### config.mk
export PLATFORM = sky130hd
export DESIGN_NAME = btb_predictor
export DESIGN_NICKNAME = d
export VERILOG_FILES = /design/src/rtl/btb_pkg.sv /design/src/rtl/btb_table.sv /design/src/rtl/btb_lookup.sv /design/src/rtl/btb_update.sv /design/src/rtl/btb_predictor.sv
export SDC_FILE = /design/constraint.sdc
export NUM_CORES = 2
export LEC_CHECK = 0
export ABC_CLOCK_PERIOD_IN_PS = 9700
export BUFFER_PORTS_ARGS = -buffer_cell sky130_fd_sc_hd__buf_4
export CORE_ASPECT_RATIO = 0.8
export CORE_UTILIZATION = 35
export CTS_CLUSTER_DIAMETER = 60
export DETAILED_ROUTE_END_ITERATION = 10
export GPL_TIMING_DRIVEN = 0
export PLACE_DENSITY = 0.51
export SYNTH_ARGS = -nofsm -noshare
export SYNTH_HDL_FRONTEND = slang
export SYNTH_SLANG_ARGS = --single-unit
### constraint.sdc
create_clock -name clk -period 9.7 [get_ports clk]
set_input_delay 0.97 -clock clk [delete_from_list [all_inputs] [get_ports clk]]
set_output_delay 0.97 -clock clk [all_outputs]
set_load 0.05 [all_outputs]
### src/rtl/btb_pkg.sv
package btb_pkg;
  typedef logic [1:0] ctr_t;

  localparam ctr_t CTR_STRONG_NT = 2'd0;
  localparam ctr_t CTR_WEAK_T    = 2'd2;
  localparam ctr_t CTR_STRONG_T  = 2'd3;

  function automatic ctr_t ctr_step(ctr_t c, logic up);
    if (up) return (c == CTR_STRONG_T) ? c : c + 2'd1;
    else    return (c == CTR_STRONG_NT) ? c : c - 2'd1;
  endfunction

  function automatic logic ctr_leans_taken(ctr_t c);
    return c[1];
  endfunction
endpackage

### src/rtl/btb_table.sv
module btb_table
  import btb_pkg::*;
#(
  parameter int PC_W  = 32,
  parameter int IDX_W = 4
) (
  input  logic             clk,
  input  logic             rst_n,
  input  logic [IDX_W-1:0] rda_idx,
  output logic             rda_valid,
  output logic [PC_W-1:0]  rda_tag,
  output logic [PC_W-1:0]  rda_tgt,
  output ctr_t             rda_ctr,
  input  logic [IDX_W-1:0] rdb_idx,
  output logic             rdb_valid,
  output logic [PC_W-1:0]  rdb_tag,
  output logic [PC_W-1:0]  rdb_tgt,
  output ctr_t             rdb_ctr,
  input  logic             wr_en,
  input  logic [IDX_W-1:0] wr_idx,
  input  logic [PC_W-1:0]  wr_tag,
  input  logic [PC_W-1:0]  wr_tgt,
  input  ctr_t             wr_ctr
);
  localparam int ENTRIES = 1 << IDX_W;

  logic            valid_q [ENTRIES];
  logic [PC_W-1:0] tag_q   [ENTRIES];
  logic [PC_W-1:0] tgt_q   [ENTRIES];
  ctr_t            ctr_q   [ENTRIES];

  for (genvar g = 0; g < ENTRIES; g++) begin : g_slot
    always_ff @(posedge clk) begin
      if (!rst_n) begin
        valid_q[g] <= 1'b0;
        tag_q[g]   <= '0;
        tgt_q[g]   <= '0;
        ctr_q[g]   <= CTR_STRONG_NT;
      end else if (wr_en && wr_idx == IDX_W'(g)) begin
        valid_q[g] <= 1'b1;
        tag_q[g]   <= wr_tag;
        tgt_q[g]   <= wr_tgt;
        ctr_q[g]   <= wr_ctr;
      end
    end
  end

  // reads return pre-edge contents
  assign rda_valid = valid_q[rda_idx];
  assign rda_tag   = tag_q[rda_idx];
  assign rda_tgt   = tgt_q[rda_idx];
  assign rda_ctr   = ctr_q[rda_idx];
  assign rdb_valid = valid_q[rdb_idx];
  assign rdb_tag   = tag_q[rdb_idx];
  assign rdb_tgt   = tgt_q[rdb_idx];
  assign rdb_ctr   = ctr_q[rdb_idx];

  AST_WRITE_LANDS: assert property (@(posedge clk) disable iff (!rst_n)
    wr_en |=> valid_q[$past(wr_idx)] && tag_q[$past(wr_idx)] == $past(wr_tag)
              && ctr_q[$past(wr_idx)] == $past(wr_ctr));
endmodule

### src/rtl/btb_lookup.sv
module btb_lookup
  import btb_pkg::*;
#(
  parameter int PC_W = 32
) (
  input  logic            clk,
  input  logic            rst_n,
  input  logic [PC_W-1:0] fetch_pc,
  input  logic            ent_valid,
  input  logic [PC_W-1:0] ent_tag,
  input  logic [PC_W-1:0] ent_tgt,
  input  ctr_t            ent_ctr,
  output logic            hit,
  output logic            taken,
  output logic [PC_W-1:0] next_pc
);
  assign hit     = ent_valid && (ent_tag == fetch_pc);
  assign taken   = hit && ctr_leans_taken(ent_ctr);
  assign next_pc = taken ? ent_tgt : fetch_pc + PC_W'(1);

  AST_TAKEN_NEEDS_HIT: assert property (@(posedge clk) disable iff (!rst_n)
    taken |-> hit);
  AST_FALLTHROUGH: assert property (@(posedge clk) disable iff (!rst_n)
    !hit |-> next_pc == fetch_pc + PC_W'(1));
endmodule

### src/rtl/btb_update.sv
module btb_update
  import btb_pkg::*;
#(
  parameter int PC_W  = 32,
  parameter int IDX_W = 4
) (
  input  logic             clk,
  input  logic             rst_n,
  input  logic             rs_valid,
  input  logic [PC_W-1:0]  rs_pc,
  input  logic             rs_jump,
  input  logic             rs_taken,
  input  logic [PC_W-1:0]  rs_target,
  input  logic             ent_valid,
  input  logic [PC_W-1:0]  ent_tag,
  input  logic [PC_W-1:0]  ent_tgt,
  input  ctr_t             ent_ctr,
  output logic             rs_hit,
  output logic             wr_en,
  output logic [IDX_W-1:0] wr_idx,
  output logic [PC_W-1:0]  wr_tag,
  output logic [PC_W-1:0]  wr_tgt,
  output ctr_t             wr_ctr
);
  logic went;
  assign went   = rs_taken | rs_jump;
  assign rs_hit = ent_valid && (ent_tag == rs_pc);
  assign wr_idx = rs_pc[IDX_W-1:0];
  assign wr_tag = rs_pc;

  always_comb begin
    wr_en  = 1'b0;
    wr_tgt = ent_tgt;
    wr_ctr = ent_ctr;
    if (rs_valid) begin
      if (rs_hit) begin
        wr_en  = 1'b1;
        wr_ctr = ctr_step(ent_ctr, went);
        if (went) wr_tgt = rs_target;
      end else if (went) begin
        wr_en  = 1'b1;
        wr_ctr = CTR_WEAK_T;
        wr_tgt = rs_target;
      end
    end
  end

  AST_TOP_SATURATES: assert property (@(posedge clk) disable iff (!rst_n)
    (rs_valid && rs_hit && went && ent_ctr == CTR_STRONG_T) |-> wr_ctr == CTR_STRONG_T);
  AST_BOTTOM_SATURATES: assert property (@(posedge clk) disable iff (!rst_n)
    (rs_valid && rs_hit && !went && ent_ctr == CTR_STRONG_NT) |-> wr_ctr == CTR_STRONG_NT);
endmodule

### src/rtl/btb_predictor.sv
module btb_predictor
  import btb_pkg::*;
#(
  parameter int PC_W  = 32,
  parameter int IDX_W = 4
) (
  input  logic            clk,
  input  logic            rst_n,
  input  logic [PC_W-1:0] fetch_pc,
  output logic            fetch_hit,
  output logic            pred_taken,
  output logic [PC_W-1:0] pred_next_pc,
  input  logic            rs_valid,
  output logic            rs_ready,
  input  logic [PC_W-1:0] rs_pc,
  input  logic            rs_jump,
  input  logic            rs_taken,
  input  logic [PC_W-1:0] rs_target,
  input  logic [PC_W-1:0] rs_pred_next,
  output logic            mispredict
);
  logic             fa_valid, fb_valid;
  logic [PC_W-1:0]  fa_tag, fa_tgt, fb_tag, fb_tgt;
  ctr_t             fa_ctr, fb_ctr;
  logic             wr_en, rs_hit;
  logic [IDX_W-1:0] wr_idx;
  logic [PC_W-1:0]  wr_tag, wr_tgt;
  ctr_t             wr_ctr;
  logic [PC_W-1:0]  real_next;

  btb_table #(.PC_W(PC_W), .IDX_W(IDX_W)) u_table (
    .clk(clk), .rst_n(rst_n),
    .rda_idx(fetch_pc[IDX_W-1:0]), .rda_valid(fa_valid), .rda_tag(fa_tag),
    .rda_tgt(fa_tgt), .rda_ctr(fa_ctr),
    .rdb_idx(rs_pc[IDX_W-1:0]), .rdb_valid(fb_valid), .rdb_tag(fb_tag),
    .rdb_tgt(fb_tgt), .rdb_ctr(fb_ctr),
    .wr_en(wr_en), .wr_idx(wr_idx), .wr_tag(wr_tag), .wr_tgt(wr_tgt), .wr_ctr(wr_ctr)
  );

  btb_lookup #(.PC_W(PC_W)) u_lookup (
    .clk(clk), .rst_n(rst_n), .fetch_pc(fetch_pc),
    .ent_valid(fa_valid), .ent_tag(fa_tag), .ent_tgt(fa_tgt), .ent_ctr(fa_ctr),
    .hit(fetch_hit), .taken(pred_taken), .next_pc(pred_next_pc)
  );

  btb_update #(.PC_W(PC_W), .IDX_W(IDX_W)) u_update (
    .clk(clk), .rst_n(rst_n), .rs_valid(rs_valid), .rs_pc(rs_pc),
    .rs_jump(rs_jump), .rs_taken(rs_taken), .rs_target(rs_target),
    .ent_valid(fb_valid), .ent_tag(fb_tag), .ent_tgt(fb_tgt), .ent_ctr(fb_ctr),
    .rs_hit(rs_hit), .wr_en(wr_en), .wr_idx(wr_idx), .wr_tag(wr_tag),
    .wr_tgt(wr_tgt), .wr_ctr(wr_ctr)
  );

  assign rs_ready   = rst_n;
  assign real_next  = (rs_taken | rs_jump) ? rs_target : rs_pc + PC_W'(1);
  assign mispredict = rs_valid && (real_next != rs_pred_next);

  AST_MISP_QUIET: assert property (@(posedge clk) disable iff (!rst_n)
    !rs_valid |-> !mispredict);
  AST_ALLOC_PREDICTS: assert property (@(posedge clk) disable iff (!rst_n)
    ($past(rst_n) && $past(rs_valid && (rs_taken | rs_jump) && !rs_hit)
     && fetch_pc == $past(rs_pc))
    |-> pred_taken && pred_next_pc == $past(rs_target));
  AST_NT_MISS_STAYS_OUT: assert property (@(posedge clk) disable iff (!rst_n)
    ($past(rst_n) && $past(rs_valid && !rs_taken && !rs_jump && !rs_hit)
     && fetch_pc == $past(rs_pc))
    |-> !fetch_hit);
endmodule

==> summary.md <==
| Metric | Value |
|---|---|
| Ys flop type | `edfxtp_1` |
| Syn avg cell area | `14.6 sq um` |
| Layout Utilization | `41.6%` |
| CTS resizes | `0` |
| Clk sink count | `1072` |
| Mapped Area | `58400 sq um` |
| Rel. slew slack | `-13.6%` |
| Critical Path RT | `8.73 ns` |
| CTS Buffer Depth | `3` |
| CP Capture Type | `output pin` |
| Worst-Margin Slew | `1.70 ns` |
| CTS Hold Bufs | `0` |
| Fin nets | `4543` |
| Tmin final | `9.91 ns` |
| WL met3 | `37000 microns` |
| Placed cells | `6495` |
| Worst-path clk slew | `0.06 ns` |
| Clock skew | `0.0514 ns` |
| Maximum fanout along the worst path | `10` |
| I/O Pins | `169` |
| Routed wl met2 | `115000 microns` |
| Starting Density | `35.4%` |
| Syn. warnings | `0` |
| Async S/R FF share, synth | `0%` |
| Post-synthesis sequential area ratio | `55.1%` |
| HPWL Detailed | `195000 microns` |
| GPL Wtd Cong | `0.997` |
| Max cap viols | `3` |
| EDFF count, synth | `1071` |
| Vias | `43200` |
| Die footprint | `169000 sq um` |
| CP startpoint kind | `input port` |
| Failing checks | `capacitance limit, slew limit, setup timing` |
| Setup Fix Bufs, Post-CTS | `0` |
| Total gr overflow | `0` |
| Max VDD drop | `127 uV` |
| RSZ-0062 raised after global routing | `no` |
| FMAX | `101 MHz` |
| Core area | `165000 sq um` |
| Worst min path class | `reg -> reg` |
| First-pass GRT wire length | `363000 microns` |
| M1 WL | `107000 microns` |
| Root buf cell | `clkbuf_16` |
| Initial antenna violation count | `33` |
| Leak | `24.0 nW` |
| Die W | `459 microns` |
| Final Max Slew Viols | `33` |
| Pre-CTS setup slack | `0.258 ns` |
| Non-Filler Instances | `6748` |
| Power density cells | `178 nW/um^2` |
| FF+latch count, synth | `1072` |
| Syn Inst Count | `4013` |
| FP Rows | `133` |
| Drt total wl | `276000 microns` |
| Number of distinct library cells after synthesis | `79` |
| Data arrival, critical path | `8.94 ns` |
| R2r setup slk | `3.54 ns` |
| Largest net degree at the start of global routing | `19` |
| Antenna Violating Nets Remaining | `0` |
| Syn-to-layout area delta | `17.5%` |
| Vias in the first global route | `40000` |
| Die Span Y | `367 microns` |
| DRT iter0 DRCs | `7998` |
| Fin crit share | `102%` |
| Via density | `6.40` |
| H-tree depth | `4` |
| Total CTS buffers | `134` |
| CTS tree | `done` |
| Kind of critical path | `in -> out` |
| Worst hold slack | `0.535 ns` |
| I/O Buffers | `161` |
| Share of cells above drive strength 1 | `26.6%` |
| Status | `finished, violations left` |
| All-Layer GR Usage | `32.3%` |
| DR WL/cell | `40.9 microns` |
| Top layer in use | `met5` |
| Initial DRT Pass Iterations | `6` |
| Fin worst setup slack | `-0.208 ns` |
| Finish-stage setup viols | `20` |
| # fillers | `15300` |
| Final hold vios | `0` |
| Drc violations | `0` |
| Clk_lat worst skew | `0.80 ns` |
==> Yosys cell counts (all sizes together), types with 4 or more instances <==
| cell | instances | share of area (%) |
|---|---|---|
| clkbuf | 233 | 1.5 |
| nor2b | 16 | 0.17 |
| and2 | 428 | 4.6 |
| inv | 46 | 0.30 |
| mux2i | 169 | 2.9 |
| o2111ai | 11 | 0.16 |
| o21ai | 37 | 0.32 |
| nand3 | 44 | 0.38 |
| a311oi | 4 | 0.060 |
| nor2 | 651 | 4.2 |
| buf | 153 | 1.5 |
| nor4 | 15 | 0.16 |
| nor3b | 4 | 0.051 |
| ha | 5 | 0.11 |
| a2111oi | 5 | 0.075 |
| a22oi | 45 | 0.58 |
| xor2 | 53 | 0.79 |
| o22ai | 6 | 0.064 |
| a21oi | 33 | 0.28 |
| a22o | 7 | 0.10 |
| a221oi | 10 | 0.16 |
| nor4b | 5 | 0.086 |
| o211ai | 8 | 0.10 |
| a21o | 19 | 0.24 |
| nor3 | 22 | 0.20 |
| a31oi | 7 | 0.075 |
| mux2 | 47 | 0.91 |
| xnor2 | 98 | 1.5 |
| and4 | 11 | 0.16 |
| and3 | 24 | 0.26 |
| edfxtp | 1071 | 55 |
| mux4 | 553 | 21 |
| a211oi | 17 | 0.22 |
| nand2 | 80 | 0.51 |
| nand4 | 28 | 0.30 |
==> report_power, final <==
group	internal, mW	total, mW	switching, mW	leakage [nW]
combinational	0.702	1.91	1.20	11.3
sequential	5.33	5.45	0.117	10.7
clock	2.77	4.87	2.10	2.02
==> worst max-delay path, cell delays in order <==
cell and delay, ns:
buf_4 0.14, clkbuf_1 0.43, buf_1 1.20, clkbuf_1 0.99
clkbuf_1 1.03, mux4_2 0.45, mux2_2 0.27, a21oi_1 1.13
nand4b_1 0.68, clkbuf_1 0.78, mux2i_1 0.48, buf_4 0.28
==> cell usage in the layout, fill, tap and decap left out, drive strengths merged, types with 56 or more instances in the layout <==
cell	n
xnor2	98
nand2	80
buf	392
inv	56
edfxtp	1071
mux4	553
mux2i	169
clkbuf	404
and2	428
nor2	651
==> flip-flops by register name, summed over array words and instances, names as in the netlist <==
name	count
u_table.tgt_q	512
u_table.ctr_q	32
u_table.tag_q	512
u_table.valid_q	16
==> cells by family (layout without fill, tap and decap cells) <==
kind of cell	count (synthesis)	count (layout)	synth area share [%]
mux	769	769	25.1
fa+ha+maj	6	6	0.124
simple gates	1349	1349	11.3
flops	1072	1072	55.1
other cells	1	32	0.00642
xor+xnor	151	151	2.26
buf+inv	435	912	3.29
compound gates	230	230	2.78
==> final timing paths <==
kind | from | end | cells after the start
worst max-delay path | fetch_pc[1] | pred_next_pc[0] | 12
worst min-delay path | u_table.valid_q[8]$_DFF_P_ | u_table.valid_q[8]$_DFF_P_ | 2
worst min register to register | u_table.valid_q[8]$_DFF_P_ | u_table.valid_q[8]$_DFF_P_ | 2
worst max register to register | u_table.tag_q[13][7]$_SDFFCE_PN0P_ | u_table.tag_q[1][26]$_SDFFCE_PN0P_ | 13
==> stage by stage <==
| step | cell area (sq um) | total power [mW] | TNS, ns |
|---|---|---|---|
| 5_1_grt | 68600 | 12.4 | 0 |
| 4_1_cts | 68600 | 12.1 | 0 |
| 2_1_floorplan | 58500 | 6.52 | 0 |
| 6_report | 68600 | 12.2 | -2.29 |
| 3_3_place_gp | 62500 | 7.38 | - |
| 3_5_place_dp | 64400 | 7.37 | 0 |
==> cell type report <==
| class | count | area, sq um | share of cell area [%] |
|---|---|---|---|
| flip-flops and latches | 1072 | 32200 | 46.9 |
| multi-input cells | 2521 | 24500 | 35.8 |
| clock buffers | 169 | 3610 | 5.26 |
| repair buffers | 241 | 3010 | 4.39 |
| well taps | 2227 | 2790 | 4.06 |
| plain buffers | 386 | 1770 | 2.57 |
| clock inverters | 67 | 514 | 0.749 |
| inverters | 49 | 184 | 0.268 |
| diodes | 16 | 40.0 | 0.0583 |
==> layer usage <==
| metal | up-vias | global-route usage [%] |
|---|---|---|
| met4 | 10 | 16.0 |
| met3 | 661 | 9.72 |
| met2 | 3599 | 45.6 |
| li1 | 16200 | - |
| met1 | 22700 | 45.0 |
| met5 | - | 0 |
(Power assumes the default switching activity.)
